## src/rtl/rowseq_pkg.sv

```systemverilog
package rowseq_pkg;
  localparam int HOLD_W = 4;

  // One phase of a row's micro-sequence
  typedef struct packed {
    logic              gate;
    logic              clr;
    logic              smpA;
    logic              smpB;
    logic              adv;
    logic [HOLD_W-1:0] hold;
  } seqEntry_t;

  localparam int ENTRY_W = $bits(seqEntry_t);

  // Strobes from control to datapath
  typedef struct packed {
    logic active;
    logic finish;
  } ctrlStrb_t;
endpackage

```

## src/rtl/rowseq_ctrl.sv

```systemverilog
module rowseq_ctrl
  import rowseq_pkg::*;
#(
  parameter int NUM_ROWS  = 64,
  parameter int SEQ_DEPTH = 16,
  localparam int ROW_W    = $clog2(NUM_ROWS),
  localparam int STEP_W   = $clog2(SEQ_DEPTH)
) (
  input  logic              clk,
  input  logic              rstN,
  input  logic              start,
  input  logic              chainIn,
  input  logic [HOLD_W-1:0] curHold,
  input  logic              curAdv,
  output ctrlStrb_t         strb,
  output logic [ROW_W-1:0]  rowIdx,
  output logic [STEP_W-1:0] stepIdx,
  output logic              busy,
  output logic              done
);
  logic              active;
  logic [HOLD_W-1:0] holdCnt;
  logic              phaseEnd, rowEnd, lastRow;

  assign phaseEnd = (holdCnt == curHold);
  assign rowEnd   = phaseEnd && (curAdv || stepIdx == STEP_W'(SEQ_DEPTH-1));
  assign lastRow  = (rowIdx == ROW_W'(NUM_ROWS-1));

  assign strb.active = active;
  assign strb.finish = active && rowEnd && lastRow;
  assign busy        = active;

  always_ff @(posedge clk) begin
    if (!rstN) begin
      active  <= 1'b0;
      done    <= 1'b0;
      rowIdx  <= '0;
      stepIdx <= '0;
      holdCnt <= '0;
    end else if (!active) begin
      if (start || chainIn) begin
        active  <= 1'b1;
        done    <= 1'b0;
        rowIdx  <= '0;
        stepIdx <= '0;
        holdCnt <= '0;
      end
    end else if (!phaseEnd) begin
      holdCnt <= holdCnt + 1'b1;
    end else begin
      holdCnt <= '0;
      if (rowEnd) begin
        stepIdx <= '0;
        if (lastRow) begin
          active <= 1'b0;
          done   <= 1'b1;
        end else begin
          rowIdx <= rowIdx + 1'b1;
        end
      end else begin
        stepIdx <= stepIdx + 1'b1;
      end
    end
  end
endmodule

```

## src/rtl/rowseq_dp.sv

```systemverilog
module rowseq_dp
  import rowseq_pkg::*;
#(
  parameter int NUM_ROWS  = 64,
  parameter int SEQ_DEPTH = 16,
  localparam int ROW_W    = $clog2(NUM_ROWS),
  localparam int STEP_W   = $clog2(SEQ_DEPTH)
) (
  input  logic               clk,
  input  logic               rstN,
  input  ctrlStrb_t          strb,
  input  logic [ROW_W-1:0]   rowIdx,
  input  logic [STEP_W-1:0]  stepIdx,
  input  logic               wrEn,
  input  logic [STEP_W-1:0]  wrAddr,
  input  logic [ENTRY_W-1:0] wrData,
  output logic [HOLD_W-1:0]  curHold,
  output logic               curAdv,
  output logic [NUM_ROWS-1:0] gateRow,
  output logic [NUM_ROWS-1:0] clearRow,
  output logic               sampleA,
  output logic               sampleB,
  output logic               chainOut
);
  seqEntry_t         seqMem [SEQ_DEPTH];
  seqEntry_t         cur;
  logic [NUM_ROWS-1:0] rowHit;

  assign cur     = seqMem[stepIdx];
  assign curHold = cur.hold;
  assign curAdv  = cur.adv;

  // Sequence memory: host writes accepted only while halted
  always_ff @(posedge clk) begin
    if (!rstN) begin
      for (int i = 0; i < SEQ_DEPTH; i++) seqMem[i] <= '0;
    end else if (wrEn && !strb.active) begin
      seqMem[wrAddr] <= seqEntry_t'(wrData);
    end
  end

  // Row decode, one comparator per row
  for (genvar r = 0; r < NUM_ROWS; r++) begin : g_rowDec
    assign rowHit[r] = (rowIdx == ROW_W'(r));
  end

  always_ff @(posedge clk) begin
    if (!rstN) begin
      gateRow  <= '0;
      clearRow <= '0;
      sampleA  <= 1'b0;
      sampleB  <= 1'b0;
      chainOut <= 1'b0;
    end else begin
      gateRow  <= (strb.active && cur.gate) ? rowHit : '0;
      clearRow <= (strb.active && cur.clr)  ? rowHit : '0;
      sampleA  <= strb.active && cur.smpA;
      sampleB  <= strb.active && cur.smpB;
      chainOut <= strb.finish;
    end
  end
endmodule

```

## src/rtl/rowseq_top.sv

```systemverilog
module rowseq_top
  import rowseq_pkg::*;
#(
  parameter int NUM_ROWS  = 64,
  parameter int SEQ_DEPTH = 16,
  localparam int ROW_W    = $clog2(NUM_ROWS),
  localparam int STEP_W   = $clog2(SEQ_DEPTH)
) (
  input  logic                clk,
  input  logic                rstN,
  input  logic                start,
  input  logic                chainIn,
  input  logic                wrEn,
  input  logic [STEP_W-1:0]   wrAddr,
  input  logic [ENTRY_W-1:0]  wrData,
  output logic [NUM_ROWS-1:0] gateRow,
  output logic [NUM_ROWS-1:0] clearRow,
  output logic                sampleA,
  output logic                sampleB,
  output logic                busy,
  output logic                done,
  output logic                chainOut
);
  ctrlStrb_t         strb;
  logic [ROW_W-1:0]  rowIdx;
  logic [STEP_W-1:0] stepIdx;
  logic [HOLD_W-1:0] curHold;
  logic              curAdv;

  rowseq_ctrl #(.NUM_ROWS(NUM_ROWS), .SEQ_DEPTH(SEQ_DEPTH)) u_ctrl (
    .clk(clk), .rstN(rstN), .start(start), .chainIn(chainIn),
    .curHold(curHold), .curAdv(curAdv), .strb(strb),
    .rowIdx(rowIdx), .stepIdx(stepIdx), .busy(busy), .done(done)
  );

  rowseq_dp #(.NUM_ROWS(NUM_ROWS), .SEQ_DEPTH(SEQ_DEPTH)) u_dp (
    .clk(clk), .rstN(rstN), .strb(strb), .rowIdx(rowIdx), .stepIdx(stepIdx),
    .wrEn(wrEn), .wrAddr(wrAddr), .wrData(wrData),
    .curHold(curHold), .curAdv(curAdv),
    .gateRow(gateRow), .clearRow(clearRow),
    .sampleA(sampleA), .sampleB(sampleB), .chainOut(chainOut)
  );
endmodule

```

## config.mk

```make
export PLATFORM = sky130hd
export DESIGN_NAME = rowseq_top
export DESIGN_NICKNAME = d
export VERILOG_FILES = /design/src/rtl/rowseq_pkg.sv /design/src/rtl/rowseq_ctrl.sv /design/src/rtl/rowseq_dp.sv /design/src/rtl/rowseq_top.sv
export SDC_FILE = /design/constraint.sdc
export NUM_CORES = 1
export LEC_CHECK = 0
export BUFFER_PORTS_ARGS = -buffer_cell sky130_fd_sc_hd__buf_2
export CAP_MARGIN = 40
export CORE_MARGIN = 4
export CORE_UTILIZATION = 35
export CTS_CLUSTER_DIAMETER = 200
export CTS_CLUSTER_SIZE = 8
export DETAILED_ROUTE_END_ITERATION = 8
export SYNTH_ARGS = -nofsm -noshare
export SYNTH_HDL_FRONTEND = slang
export SYNTH_HIERARCHICAL = 1
export SYNTH_SLANG_ARGS = --single-unit
```

## constraint.sdc

```tcl
create_clock -name clk -period 5.6 [get_ports clk]
set_input_delay 0.28 -clock clk [delete_from_list [all_inputs] [get_ports clk]]
set_output_delay 0.28 -clock clk [all_outputs]
set_load 0.01 [all_outputs]
```

# --- After elaboration in Yosys (flattened, before gate mapping) ---
# Memory sizes are Yosys's and may differ from the RTL's. A register that Yosys moved wholly into a read port is not among the register bits.
# Cells that the tools add are included.
word_totals:
  ramBits: 144
  latch_bits: 0
  n_memories: 1
  reg_bits: 147
  inputBits: 18
  out_inout_bits: 133
  romBits: 0
memory_table:
  columns: ["memory", "depth", "width", "rd", "rd_clocked_by_memory_dff", "wr", "line", "rtl"]
  rows:
  - ["u_dp.seqMem", 16, 9, 1, 1, 16, "rowseq_dp.sv:25", "seqEntry_t seqMem [SEQ_DEPTH];"]
classes:
  div: 0
  bitwise_logic: 0
  eq_ne: 69
  n_lt_le_gt_ge: 0
  shifts: 0
  muxes: 30
  reduce_logical: 19
  n_addsub: 3
  multipliers: 0
ops:
  columns: ["cell", "n"]
  rows:
  - ["$eq 6x6->1 const B", 32]
  - ["$eq 6x5->1 const B", 16]
  - ["$eq 6x4->1 const B", 8]
  - ["$mux 4", 9]
  - ["$mux 6", 5]
  - ["$eq 6x3->1 const B", 4]
  - ["$mux 1", 15]
  - ["$eq 6x2->1 const B", 2]
  - ["$mux 9", 1]
  - ["$reduce_or 9->1", 1]
  - ["$add 4x1->4 const B", 2]
  - ["$logic_and 1x1->1", 8]
  - ["$ne 2x2->1 const B", 4]
  - ["$reduce_and 4->1", 2]
  - ["$add 6x1->6 const B", 1]
  - ["$eq 6x1->1 const B", 1]
  - ["$logic_not 6->1", 1]
  - ["$reduce_and 2->1", 3]
  - ["$eq 4x4->1", 1]
  - ["$eq 4x4->1 const B", 1]
  - ["$logic_or 1x1->1", 2]
  - ["$reduce_bool 2->1", 1]
  - ["$logic_not 1->1", 1]

# --- Longest topological paths before layout ---
# Gate-level depths: netlist of run 1.
depth:
  depth_word: 8
  mapped_depth: 12
  mapped_depth_nobuf: 9

# --- Cells and area by module ---
# Netlist of run 1, hierarchy kept.
modules_own_cells:
  columns: ["mod", "area_per_inst_um2", "cells_each", "n_inst", "seq_area_each_um2"]
  rows:
  - ["rowseq_dp", 10313.6, 820, 1, 6946.7]
  - ["rowseq_ctrl", 930.9, 102, 1, 320.3]

# --- Worst setup path after synthesis of run 1 ---
# OpenSTA, ideal clock, no wires.
synth_path:
  path_type: "register to register"
  start: "register u_ctrl.stepIdx[0]"
  end: "register u_ctrl.rowIdx[3]"
  stages_incl_launch_ff: 12
  setup_ps: 63
  arrival_time_ps: 3183
  setup_slack_ps: 2354
  cell_sequence: "dfxtp_1 buf_6 buf_6 buf_2 mux4_2 a22oi_1 nand2_1 xor2_2 nor4_4 nand3_2 or4_1 nand3_1"
synth_via:
  elab_chain_cells: 5
synth_rtl:
  columns: ["element", "line", "rtl"]
  rows:
  - ["from (decl)", "rowseq_ctrl.sv:17", "output logic [STEP_W-1:0] stepIdx,"]
  - ["from (signal assigned)", "rowseq_ctrl.sv:61", "stepIdx <= stepIdx + 1'b1;"]
  - ["$eq 4x4->1", "rowseq_ctrl.sv:26", "assign rowEnd = phaseEnd && (curAdv || stepIdx == STEP_W'(SEQ_DEPTH-1));"]
  - ["$logic_or 1x1->1", "rowseq_ctrl.sv:26", null]
  - ["$logic_and 1x1->1", "rowseq_ctrl.sv:26", null]
  - ["$ne 2x2->1 (no source line)", null, null]
  - ["$reduce_and 4->1 (no source line)", null, null]
  - ["to (signal assigned)", "rowseq_ctrl.sv:58", "rowIdx <= rowIdx + 1'b1;"]
  - ["to (decl)", "rowseq_ctrl.sv:16", "output logic [ROW_W-1:0] rowIdx,"]
# No other way between the ends.
# A chain may end at the register's enable or synchronous reset.

# --- Worst setup path in the final report of run 1 ---
layout_path:
  start: "register u_ctrl.stepIdx[0]"
  end: "register u_ctrl.stepIdx[3]"
layout_via:
  elab_chain_cells: 6
  elab_cells_between_ends: 7
  classes_between: "add/sub (1); eq/ne (1); mux (3); reduce/logical (2)"
layout_rtl:
  columns: ["element", "line", "rtl"]
  rows:
  - ["parallel branches: the longest is 3 deep, another holds $add 4x1->4", null, null]
  - ["$mux 4 *", "rowseq_ctrl.sv:52", "if (rowEnd) begin"]
  - ["$mux 4 *", "rowseq_ctrl.sv:48", "end else if (!phaseEnd) begin"]
  - ["$mux 4 *", "rowseq_ctrl.sv:40", "end else if (!active) begin"]
# Mark *: on every way between the ends. The select of a mux whose other input is x is not followed.

==> reports/results.tsv, run 1 <==
stage	metric	value	unit
status	status	completed	
cts	cts.clk_slew.worst_paths	0.05	ns
worst_setup_path	cp_num_buf_inv	1	
sta	timing.final.setup_violations	0	
detailed_routing	first_pass_iters	5	
pwr	seqPwrFrac	49.1	%
global_routing	total_routing_usage_gr	15.85	%
sta	final-max-slew-violation-count	0	
global_routing	grt_antenna_before_repair	0	
floorplanning	core_region_area	31640	sq um
detailed_routing	wl_per_cell	19.07	microns
detailed_routing	drtAntennaViolNets	0	
logic_synthesis	netlist_area	11240	sq um
logic_synthesis	synth.lib_cells_used.distinct	50	
logic_synthesis	synth.net_count	943	
logic_synthesis	synth.most_common_cell	sky130_fd_sc_hd__nor2_1	
worst_setup_path	timing.critical_path.to_type	flop	
finish	stdcell_count	1511	
finish	num_antenna_cells	0	
logic_synthesis	yosys.area.top_type	sky130_fd_sc_hd__edfxtp_1	
worst_setup_path	worst_setup_path_start_kind	flop	
worst_setup_path	worstPathMaxFanout	24	
worst_setup_path	setup_cp_type	reg -> reg	
global_routing	grt_pass1_vias	7374	
detailed_routing	drt-vias-per-instance	4.928	
pwr	powerDensity	346.3	nW/um^2
pwr	power.share.clock	47.4	%
sta	final.setup_skew	0.01872	ns
finish	fin_nets	1112	
finish	layout_area_growth_over_synthesis	20.66	%
sta	maxSlewHeadroom	37.02	%
floorplanning	pin_count	151	
floorplanning	std_cell_rows	65	
logic_synthesis	synthCells	922	
detailed_routing	drcViolationCount	0	
logic_synthesis	synth-seq-area-share	64.63	%
cts	hold_fix_buffers_cts	0	
place	place_inst	1449	
place	placer_congestion_estimate	0.8447	
sta	fin_tns_setup	0	ns
cts	cts_root_buf	sky130_fd_sc_hd__clkbuf_16	
worst_setup_path	worst_ep_arrival_time	4.20	ns
floorplanning	chipWidth	187.2	microns
logic_synthesis	synth.cells.most_frequent	sky130_fd_sc_hd__nor2_1 (151), sky130_fd_sc_hd__dfxtp_1 (147), sky130_fd_sc_hd__and2_1 (146)	
cts	post-cts-setup-buffers	0	
worst_setup_path	critical_path.cell_chain	buf_4 -> mux4_2 -> a22oi_1 -> nand2_1 -> xor2_2 -> o41ai_2 -> nand2_1 -> or4_1 -> a21oi_1	
pwr	sw_frac_of_total	20.83	%
logic_synthesis	netlist_top_cells_area	sky130_fd_sc_hd__edfxtp_1 (38%), sky130_fd_sc_hd__dfxtp_1 (26%), sky130_fd_sc_hd__and2_1 (8.1%), sky130_fd_sc_hd__nor2_1 (5.0%), sky130_fd_sc_hd__mux4_2 (4.6%)	
detailed_routing	vias	7446	
worst_setup_path	crit_path_max_incr_delay	0.76	ns
logic_synthesis	synth.top_cell.area_share	38.46	%
pwr	vdd.ir_drop.worst	178.5	uV
logic_synthesis	synth_edf_count	144	
logic_synthesis	asyncSetResetFlopFracSynth	0	%
cts	worstSkewPairLatency	0.52	ns
place	placement.io_buffers	150	
worst_setup_path	critical_path.top_delay_family	compound AO/OA/AOI/OAI gates	
sta	fmax	0.2656	GHz
worst_hold_path	hold_class	in -> reg	
global_routing	total_congestion_overflow	0	
sta	timing.final.hold_violations	0	
cts	cts-buffers-inserted	42	
cts	max-clock-path-buffers	3	
cts	post_cts_resize_count	0	
run	drv_cap	0	
floorplanning	die-area	35060	sq um
detailed_routing	wl	28.81	mm
detailed_routing	detailedRoute.firstIterationViolations	580	
floorplanning	initial_standard_cell_utilization_of_the_core	35.54	%
sta	grt_setup_unrepaired	no	
pwr	power_switching	978.9	uW
sta	worst_pin_slew	0.9384	ns
global_routing	grt_start_max_net_pins	65	
worst_setup_path	critPathRequiredTime	6.04	ns
floorplanning	floorplan.die.height	187.2	microns
pwr	combPwrFrac	3.5	%
sta	final.min_clock_period	3.765	ns
logic_synthesis	ys_seq_elements	291	
finish	final.fill_count	2927	
sta	min_period_over_period	67.23	%
pwr	finalPower	4.699	mW
logic_synthesis	postSynthAreaPerCell	12.20	sq um
logic_synthesis	ys_warn_count	6	
place	detailed_place_hpwl	20.06	mm
worst_setup_path	cpMostUsedCell	sky130_fd_sc_hd__nand2_1	
cts	cts_tree	built	
finish	post_route_cells_drive_above_1_share	24.08	%
pwr	cellLeakagePower	5.352	nW
cts	clock_sinks	291	
cts	htree_levels	2	
logic_synthesis	yosys_most_used_dff	sky130_fd_sc_hd__dfxtp_1	
global_routing	grt_pass1_wl	43.80	mm
worst_setup_path	crit_slowest_cell	sky130_fd_sc_hd__dfxtp_2	
pwr	internal_power	3.720	mW
## worst reg2reg max path, stage by stage (launching register included)
cell and delay, ns:
sky130_fd_sc_hd__dfxtp_2 0.76, sky130_fd_sc_hd__buf_4 0.53, sky130_fd_sc_hd__mux4_2 0.56, sky130_fd_sc_hd__a22oi_1 0.24
sky130_fd_sc_hd__nand2_1 0.13, sky130_fd_sc_hd__xor2_2 0.18, sky130_fd_sc_hd__o41ai_2 0.62, sky130_fd_sc_hd__nand2_1 0.12
sky130_fd_sc_hd__or4_1 0.41, sky130_fd_sc_hd__a21oi_1 0.13
## worst paths after layout
check | cells after the start | slack, ns | startpoint | end
setup / recovery | 9 | 1.84 | u_ctrl/stepIdx[0] | u_ctrl/stepIdx[3]
hold / removal | 4 | 0.26 | chainIn | u_ctrl/busy
hold reg to reg | 2 | 0.49 | u_ctrl/done | u_ctrl/done
setup reg to reg | 9 | 1.84 | u_ctrl/stepIdx[0] | u_ctrl/stepIdx[3]
## sequential cells by signal (all words and copies together) (netlist names)
register,flops
u_ctrl/busy,1
u_ctrl/done,1
u_ctrl/holdCnt,4
u_ctrl/rowIdx,6
u_ctrl/stepIdx,4
u_dp/chainOut,1
u_dp/clearRow,64
u_dp/gateRow,64
u_dp/sampleA,1
u_dp/sampleB,1
u_dp/seqMem,144
## through the flow
stage	setup WS, ns	instance area [sq um]	hold slack [ns]	util (%)
final	1.835	13570	0.2610	42.89
after global routing	1.562	13570	0.2769	42.89
after CTS	1.826	13570	0.2372	42.89
after detailed placement	1.864	12410	0.4720	39.23
after global placement	1.914	12360	0.4710	39.05
after floorplan	2.355	11240	0.4782	-
## cells by family (layout without fill, tap and decap cells)
group	count (synthesis)	in the layout	share of synthesized area [%]
buf+inv	49	236	2.481
flops	291	291	64.63
fa+ha+maj	3	3	0.3339
compound gates	61	61	4.084
mux	49	49	7.066
xor+xnor	4	4	0.5786
simple gates	465	465	20.83
## cell usage in the layout, fill, tap and decap left out, types with 8 or more instances in the layout
master	n
sky130_fd_sc_hd__nor2_1	151
sky130_fd_sc_hd__buf_4	17
sky130_fd_sc_hd__nor3_1	15
sky130_fd_sc_hd__a21oi_1	8
sky130_fd_sc_hd__nand2b_1	14
sky130_fd_sc_hd__mux4_2	23
sky130_fd_sc_hd__o21ai_0	10
sky130_fd_sc_hd__and2_1	146
sky130_fd_sc_hd__nor2_2	10
sky130_fd_sc_hd__mux2i_1	25
sky130_fd_sc_hd__a22oi_1	17
sky130_fd_sc_hd__dfxtp_1	146
sky130_fd_sc_hd__edfxtp_1	144
sky130_fd_sc_hd__nand4_1	8
sky130_fd_sc_hd__clkbuf_1	17
sky130_fd_sc_hd__nand3_1	13
sky130_fd_sc_hd__clkbuf_16	43
sky130_fd_sc_hd__buf_2	150
sky130_fd_sc_hd__nand2_1	82
## power by group through the flow
stage	Combinational (mW)	Clock, mW	Sequential [mW]
floorplan	0.109	0	2.33
CTS	0.166	2.28	2.31
finish	0.164	2.23	2.31
detailed placement	0.166	0	2.35
global route	0.177	2.37	2.31
global placement	0.160	0	2.35
## cell type report
| cell class | instances | area (sq um) | share of cell area [%] |
|---|---|---|---|
| Multi-Input combinational cell | 582 | 3714 | 27.37 |
| Timing Repair Buffer | 170 | 912.1 | 6.723 |
| Clock buffer | 60 | 1140 | 8.401 |
| Sequential cell | 291 | 7268 | 53.57 |
| Clock inverter | 2 | 16.27 | 0.1199 |
| Tap cell | 402 | 503.0 | 3.707 |
| Inverter | 4 | 15.01 | 0.1107 |
## layer usage
layer | vias to the layer above | wire length (microns) | track usage (%)
li1 | 3526 | - | -
met1 | 3574 | 12560 | 21.09
met2 | 291 | 13570 | 26.36
met3 | 55 | 2052 | 3.378
met4 | 0 | 627 | 4.352
met5 | - | 0 | 0
(Power assumes the default switching activity.)
==> inputs of run 2 (changes only) <==
==> constraint.sdc (replaced) <==
create_clock -name clk -period 3.05 [get_ports clk]
set_input_delay 0.1525 -clock clk [delete_from_list [all_inputs] [get_ports clk]]
set_output_delay 0.1525 -clock clk [all_outputs]
set_load 0.01 [all_outputs]
==> reports/results.tsv, run 2 (synthesis results as in run 1) <==
stage	metric	value	unit	change
worst_setup_path	timing.rr.end	u_ctrl/rowIdx[3]		
cts	htree_levels	2		unchanged
cts	worstSkewPairLatency	0.52	ns	about the same
detailed_routing	wl	28.63	mm	-0.64%
floorplanning	std_cell_rows	65		unchanged
run	drv_cap	0		unchanged
floorplanning	chipWidth	187.2	microns	unchanged
global_routing	grt_antenna_before_repair	0		unchanged
sta	timing.final.ws_setup	0.1849	ns	-1.650 ns
worst_setup_path	setup_cp_type	reg -> reg		
sta	final.setup_skew	0.01560	ns	-0.003123 ns
worst_setup_path	cp_num_buf_inv	1		unchanged
sta	maxSlewHeadroom	48.51	%	+11 points
worst_setup_path	crit_slowest_cell	sky130_fd_sc_hd__mux4_2		
detailed_routing	detailedRoute.firstIterationViolations	465		-20%
pwr	vdd.ir_drop.worst	314.6	uV	+76%
worst_hold_path	hold_class	in -> reg		
finish	num_antenna_cells	0		unchanged
finish	layout_area_growth_over_synthesis	22.38	%	
floorplanning	core_region_area	31640	sq um	unchanged
cts	cts_root_buf	sky130_fd_sc_hd__clkbuf_16		
sta	timing.final.hold_violations	0		unchanged
worst_setup_path	reg2regPathDepth	9		unchanged
worst_setup_path	critical_path.top_delay_family	simple AND/OR/NAND/NOR gates		
sta	fmax	0.3490	GHz	+31%
sta	final.min_clock_period	2.865	ns	-0.8998 ns
worst_setup_path	cp_num_cells	9		unchanged
sta	final-max-slew-violation-count	0		unchanged
finish	seqCellArea	7268	sq um	unchanged
detailed_routing	wl_per_cell	18.75	microns	-1.7%
detailed_routing	drt-vias-per-instance	4.966		+0.77%
floorplanning	initial_standard_cell_utilization_of_the_core	35.54	%	unchanged
cts	max-clock-path-buffers	3		unchanged
finish	most_frequent_cells_in_the_layout	sky130_fd_sc_hd__buf_2 (151), sky130_fd_sc_hd__nor2_1 (151), sky130_fd_sc_hd__dfxtp_1 (146), sky130_fd_sc_hd__and2_1 (146), sky130_fd_sc_hd__edfxtp_1 (144)		
finish	max_flop_register	u_dp/seqMem		
floorplanning	die-area	35060	sq um	unchanged
worst_setup_path	critPathRequiredTime	3.51	ns	-2.53 ns
place	dpl_worst_slack	0.1702	ns	-1.694 ns
finish	fin_nets	1135		+2.1%
global_routing	grt_pass1_vias	7673		+4.1%
sta	timing.final.setup_violations	0		unchanged
worst_setup_path	worst_setup_path_startpoint	u_ctrl/stepIdx[0]		
pwr	powerDensity	624.2	nW/um^2	+80%
cts	cts_tree	built		
worst_setup_path	worst_ep_arrival_time	3.32	ns	-0.88 ns
detailed_routing	drcViolationCount	0		unchanged
floorplanning	floorplan.die.height	187.2	microns	unchanged
global_routing	grt_start_max_net_pins	65		unchanged
worst_setup_path	worst_setup_path_start_kind	flop		
detailed_routing	first_pass_iters	5		unchanged
place	detailed_place_hpwl	19.77	mm	-1.4%
finish	multi_input_combinational_cell_area	3719	sq um	+0.13%
status	status	completed		
finish	largest_register_ff_count	144		unchanged
global_routing	total_routing_usage_gr	15.96	%	+0.11 points
cts	cts.clk_slew.worst_paths	0.05	ns	about the same
worst_setup_path	critical_path.cell_chain	buf_12 -> mux4_2 -> a22oi_1 -> nand2_1 -> xor2_2 -> nor4_4 -> nand3_2 -> or4_1 -> nand3_1		
worst_setup_path	critPathCapture	u_ctrl/rowIdx[3]		
place	placement.io_buffers	150		unchanged
sta	min_period_over_period	93.94	%	+27 points
finish	finish.utilization	43.50	%	+0.61 points
worst_setup_path	setup.reg_to_reg.worst_slack	0.18	ns	-1.65 ns
finish	reg_top3	u_dp/seqMem x144, u_dp/clearRow x64, u_dp/gateRow x64		
detailed_routing	vias	7583		+1.8%
cts	cts-buffers-inserted	42		unchanged
sta	worst_pin_slew	0.7665	ns	-0.1719 ns
pwr	finalPower	8.589	mW	+83%
finish	final.fill_count	2941		+0.48%
pwr	cellLeakagePower	5.468	nW	+2.2%
sta	fin_tns_setup	0	ns	unchanged
cts	clock_sinks	291		unchanged
global_routing	total_congestion_overflow	0		unchanged
global_routing	grt_pass1_wl	44.38	mm	+1.3%
sta	grt_setup_unrepaired	no		
place	placer_congestion_estimate	0.8346		-1.2%
finish	post_route_cells_drive_above_1_share	25.87	%	+1.8 points
detailed_routing	drtAntennaViolNets	0		unchanged
worst_setup_path	regToRegStartpoint	u_ctrl/stepIdx[0]		
worst_setup_path	crit_path_max_incr_delay	0.50	ns	-0.26 ns
worst_setup_path	worstPathMaxFanout	13		-46%
worst_setup_path	timing.critical_path.to_type	flop		
floorplanning	pin_count	151		unchanged
[run 2: cell type report]
cell class,instances,area share [%]
Tap cell,402,3.655
Clock buffer,52,7.910
Inverter,4,0.1091
Clock inverter,3,0.3364
Sequential cell,291,52.82
Timing Repair Buffer,193,8.147
Multi-Input combinational cell,582,27.02
[run 2: layer usage]
layer / vias up / part of all wire, % / global-route usage, %
met1: 3674 / 43 / 21.00
met2: 293 / 47 / 26.09
met5: - / 0 / 0
li1: 3562 / - / -
met3: 54 / 7.3 / 3.882
met4: 0 / 2.4 / 5.148
[run 2: repair_timing]
| action | 4_1_cts | 5_1_grt |
|---|---|---|
| setup buffers | 0 | 1 |
| resized for setup | 0 | 1 |
| hold buffers | 0 | 0 |
| endpoints found under the setup margin | 0 | 1 |
[run 2: worst min-delay path by stage]
stage / startpoint / endpoint / cells after the start
6_report: rstN / u_dp/chainOut / 2
3_3_place_gp: u_ctrl/done / u_ctrl/done / 2
4_1_cts: rstN / u_dp/chainOut / 2
5_1_grt: rstN / u_dp/chainOut / 2
2_1_floorplan: wrData[0] / u_dp/seqMem[0][0] / 1
3_5_place_dp: u_ctrl/done / u_ctrl/done / 2
[run 2: worst reg2reg max path: stages, from the launching register on]
cell and delay, ns:
sky130_fd_sc_hd__dfxtp_2 0.37, sky130_fd_sc_hd__buf_12 0.17, sky130_fd_sc_hd__mux4_2 0.51, sky130_fd_sc_hd__a22oi_1 0.31, sky130_fd_sc_hd__nand2_1 0.15, sky130_fd_sc_hd__xor2_2 0.19
sky130_fd_sc_hd__nor4_4 0.40, sky130_fd_sc_hd__nand3_2 0.13, sky130_fd_sc_hd__or4_1 0.48, sky130_fd_sc_hd__nand3_1 0.09
[run 2: power breakdown]
| group | switching [mW] | internal [mW] |
|---|---|---|
| combinational | 0.218 | 0.110 |
| clock | 1.57 | 2.47 |
| sequential | 0.0314 | 4.19 |
[run 2: per-stage QoR]
step	hold slack [ns]	area, sq um	instances
final	0.03164	13760	1527
after global routing	0.02688	13760	1527
after CTS	0.003039	13750	1526
after detailed placement	0.4749	12610	1471
after global placement	0.4690	12610	1470
after floorplan	0.3507	11250	922
==> inputs of run 3 (changes only) <==
--- a/config.mk
+++ b/config.mk
@@ -5,6 +5,7 @@
 export SDC_FILE = /design/constraint.sdc
 export NUM_CORES = 1
 export LEC_CHECK = 0
+export ABC_AREA = 1
 export BUFFER_PORTS_ARGS = -buffer_cell sky130_fd_sc_hd__buf_2
 export CAP_MARGIN = 40
 export CORE_MARGIN = 4
==> reports/results.tsv, run 3 <==
stage	metric	value	unit	change
logic_synthesis	ys_seq_elements	291		unchanged
global_routing	total_congestion_overflow	0		unchanged
cts	htree_levels	2		unchanged
worst_setup_path	critPathRequiredTime	3.46	ns	-0.05 ns
global_routing	total_routing_usage_gr	16.94	%	+0.98 points
pwr	internal_power	6.877	mW	+1.5%
cts	cts-buffers-inserted	42		unchanged
logic_synthesis	netlist_top_cells_area	sky130_fd_sc_hd__edfxtp_1 (38%), sky130_fd_sc_hd__dfxtp_1 (26%), sky130_fd_sc_hd__nor2_1 (13%), sky130_fd_sc_hd__nand2_1 (6.4%), sky130_fd_sc_hd__nand3_1 (2.4%)		
sta	timing.final.hold_violations	0		unchanged
logic_synthesis	synth.top_cell.area_share	38.28	%	-0.18 points
global_routing	grt_start_max_net_pins	78		+20%
pwr	power_switching	2.096	mW	+15%
finish	stdcell_count	1772		+16%
finish	fin_nets	1371		+21%
floorplanning	initial_standard_cell_utilization_of_the_core	35.62	%	+0.075 points
logic_synthesis	synth.most_common_cell	sky130_fd_sc_hd__nor2_1		
pwr	finalPower	8.973	mW	+4.5%
run	drv_cap	0		unchanged
logic_synthesis	yosys_most_used_dff	sky130_fd_sc_hd__dfxtp_1		
cts	worstSkewPairLatency	0.53	ns	about the same
floorplanning	chipWidth	187.7	microns	+0.22%
detailed_routing	drcViolationCount	0		unchanged
finish	most_frequent_cells_in_the_layout	sky130_fd_sc_hd__nor2_1 (385), sky130_fd_sc_hd__nand2_1 (192), sky130_fd_sc_hd__buf_2 (150)		
finish	final.fill_count	3099		+5.4%
sta	final.min_clock_period	2.514	ns	-0.3508 ns
logic_synthesis	ys_warn_count	6		unchanged
finish	layout_commonest_cell	sky130_fd_sc_hd__nor2_1		
logic_synthesis	synth_edf_count	144		unchanged
logic_synthesis	postSynthAreaPerCell	9.454	sq um	-22%
worst_setup_path	setup_cp_type	reg -> reg		
global_routing	grt_antenna_before_repair	0		unchanged
detailed_routing	detailedRoute.firstIterationViolations	800		+72%
sta	worst_pin_slew	0.8074	ns	+0.04092 ns
floorplanning	die-area	35220	sq um	+0.45%
global_routing	grt.met1_usage	22.53	%	+1.5 points
pwr	combPwrFrac	6.3	%	+2.5 points
worst_setup_path	worstPathMaxFanout	49		+36
finish	num_antenna_cells	0		unchanged
cts	max-clock-path-buffers	3		unchanged
cts	cts_root_buf	sky130_fd_sc_hd__clkbuf_16		
sta	maxSlewHeadroom	46.11	%	-2.4 points
sta	fmax	0.3977	GHz	+14%
sta	final-max-slew-violation-count	0		unchanged
cts	post_cts_resize_count	0		unchanged
sta	grt_setup_unrepaired	no		
sta	min_period_over_period	82.44	%	-12 points
global_routing	grt_pass1_vias	8571		+12%
detailed_routing	wl	30.70	mm	+7.2%
logic_synthesis	asyncSetResetFlopFracSynth	0	%	unchanged
detailed_routing	wl_per_cell	17.32	microns	-7.6%
pwr	cellLeakagePower	5.680	nW	+3.9%
sta	fin_tns_setup	0	ns	unchanged
logic_synthesis	synth.lib_cells_used.distinct	34		-32%
finish	reg_top3	u_dp/seqMem x144, u_dp/clearRow x64, u_dp/gateRow x64		
pwr	powerDensity	662.4	nW/um^2	+6.1%
worst_setup_path	worst_ep_arrival_time	2.93	ns	-0.39 ns
detailed_routing	drt-vias-per-instance	4.905		-1.2%
finish	post_route_cells_drive_above_1_share	17.96	%	-7.9 points
worst_hold_path	hold_class	in -> reg		
place	placement.io_buffers	150		unchanged
sta	timing.final.setup_violations	0		unchanged
logic_synthesis	netlist_area	11300	sq um	+0.47%
logic_synthesis	synth.cells.most_frequent	sky130_fd_sc_hd__nor2_1 (385), sky130_fd_sc_hd__nand2_1 (192), sky130_fd_sc_hd__dfxtp_1 (147)		
finish	max_flop_register	u_dp/seqMem		
floorplanning	floorplan.die.height	187.7	microns	+0.22%
logic_synthesis	synth.net_count	1216		+29%
cts	cts.clk_slew.worst_paths	0.05	ns	about the same
logic_synthesis	yosys.area.top_type	sky130_fd_sc_hd__edfxtp_1		
pwr	seqPwrFrac	47.3	%	-1.9 points
pwr	sw_frac_of_total	23.36	%	+2.2 points
worst_setup_path	timing.critical_path.to_type	flop		
worst_setup_path	worst_setup_path_start_kind	flop		
floorplanning	pin_count	151		unchanged
global_routing	global_route.peak_usage_layer	met2		
global_routing	grt_pass1_wl	47.85	mm	+7.8%
finish	largest_register_ff_count	144		unchanged
floorplanning	std_cell_rows	65		unchanged
logic_synthesis	synthCells	1195		+30%
floorplanning	core_region_area	31720	sq um	+0.26%
place	detailed_place_hpwl	20.15	mm	+1.9%
cts	clock_sinks	291		unchanged
global_routing	groute.layer.met3.usage	3.090	%	-0.79 points
pwr	vdd.ir_drop.worst	538.8	uV	+71%
detailed_routing	first_pass_iters	5		unchanged
logic_synthesis	synth_compound_gate_area_share	4.951	%	+0.87 points
detailed_routing	vias	8692		+15%
worst_setup_path	reg2regPathDepth	14		+5
detailed_routing	drtAntennaViolNets	0		unchanged
pwr	power.share.clock	46.4	%	-0.6 points
logic_synthesis	synth_fa_ha_area_share	0.3323	%	-0.0016 points
logic_synthesis	synth_simple_gate_area_share	24.39	%	+3.6 points
finish	layout_area_growth_over_synthesis	19.91	%	
finish	finish.utilization	42.71	%	-0.79 points
place	place_inst	1706		+16%
global_routing	met2_usage	28.19	%	+2.1 points
logic_synthesis	synth_mux_area_share	0	%	-7.1 points
worst_hold_path	whs_path_depth	4		+2
sta	final.setup_skew	0.01745	ns	+0.001847 ns
logic_synthesis	synth_xor_xnor_area_share	0.1551	%	-0.42 points
logic_synthesis	synth_top_family_by_area	simple AND/OR/NAND/NOR gates		
place	placer_congestion_estimate	0.8077		-3.2%
worst_setup_path	setup.reg_to_reg.worst_slack	0.54	ns	+0.35 ns
status	status	completed		
logic_synthesis	synth-seq-area-share	64.33	%	-0.30 points
cts	cts_tree	built		
## run 3: cell count changes in the layout (fill, tap and decap cells not counted), sizes merged, moves of 22 or more
cell / previous run / this run
buf: 193 / 165
and2: 147 / 0
o211ai: 0 / 22
inv: 5 / 72
nand2: 82 / 211
mux4: 24 / 0
o21ai: 14 / 56
nor2: 161 / 387
nand3: 14 / 56
mux2i: 25 / 0
## run 3: cells by family after synthesis
kind of cell / after synthesis
buffers and inverters: 131
xor gates and xnor gates: 2
and+or+nand+nor: 669
adders and majority gates: 3
AOI/OAI and AO/OA: 99
DFF: 291
## run 3: timing repair
action	4_1_cts	5_1_grt
setup buffers	0	0
setup endpoints to repair	0	0
hold buffers	2	0
hold endpoints to repair	3	0
## run 3: stage by stage
stage	setup WS, ns	hold WS, ns	cell area [sq um]
detailed placement	0.5448	0.4386	12340
global route	0.2879	0.1089	13550
finish	0.5357	0.04158	13550
floorplan	0.8792	0.3274	11300
global placement	0.5698	0.4366	12300
CTS	0.5441	0.02748	13550
## run 3: worst paths after layout
| check | from | endpoint |
|---|---|---|
| setup / recovery | u_ctrl/stepIdx[1] | u_ctrl/rowIdx[5] |
| hold / removal | chainIn | u_ctrl/holdCnt[0] |
| setup reg to reg | u_ctrl/stepIdx[1] | u_ctrl/rowIdx[5] |
| hold reg to reg | u_ctrl/done | u_ctrl/done |
## run 3: critical path, stage by stage (launching register included)
cell and delay (ns):
sky130_fd_sc_hd__dfxtp_1 0.32, sky130_fd_sc_hd__buf_4 0.46, sky130_fd_sc_hd__o21ai_0 0.22, sky130_fd_sc_hd__o211ai_1 0.32
sky130_fd_sc_hd__nand3_1 0.11, sky130_fd_sc_hd__nand2_1 0.10, sky130_fd_sc_hd__inv_1 0.04, sky130_fd_sc_hd__nand2_1 0.05
sky130_fd_sc_hd__nand2_1 0.06, sky130_fd_sc_hd__nor2_2 0.13, sky130_fd_sc_hd__nand3_2 0.14, sky130_fd_sc_hd__nand2_4 0.13
sky130_fd_sc_hd__nand3_4 0.12, sky130_fd_sc_hd__a21oi_1 0.15, sky130_fd_sc_hd__nor2_1 0.05
## run 3: layout make-up
class	count	area [sq um]	share of cell area, %
Clock buffer	60	1119	8.257
Sequential cell	291	7268	53.65
Tap cell	402	503.0	3.713
Timing Repair Buffer	167	935.9	6.909
Clock inverter	4	70.07	0.5172
Multi-Input combinational cell	773	3369	24.87
Inverter	75	281.5	2.078
## run 3: metal layers
layer | vias up | part of all wire [%]
li1 | 4162 | -
met1 | 4152 | 44
met2 | 323 | 47
met3 | 55 | 6.3
met4 | 0 | 2.6
met5 | - | 0
## run 3: power by group through the flow
stage / combinational, mW / sequential (mW) / clock, mW
6_report: 0.568 / 4.24 / 4.16
3_3_place_gp: 0.556 / 4.31 / 0
4_1_cts: 0.569 / 4.24 / 4.25
3_5_place_dp: 0.565 / 4.32 / 0
5_1_grt: 0.629 / 4.25 / 4.44
2_1_floorplan: 0.402 / 4.30 / 0
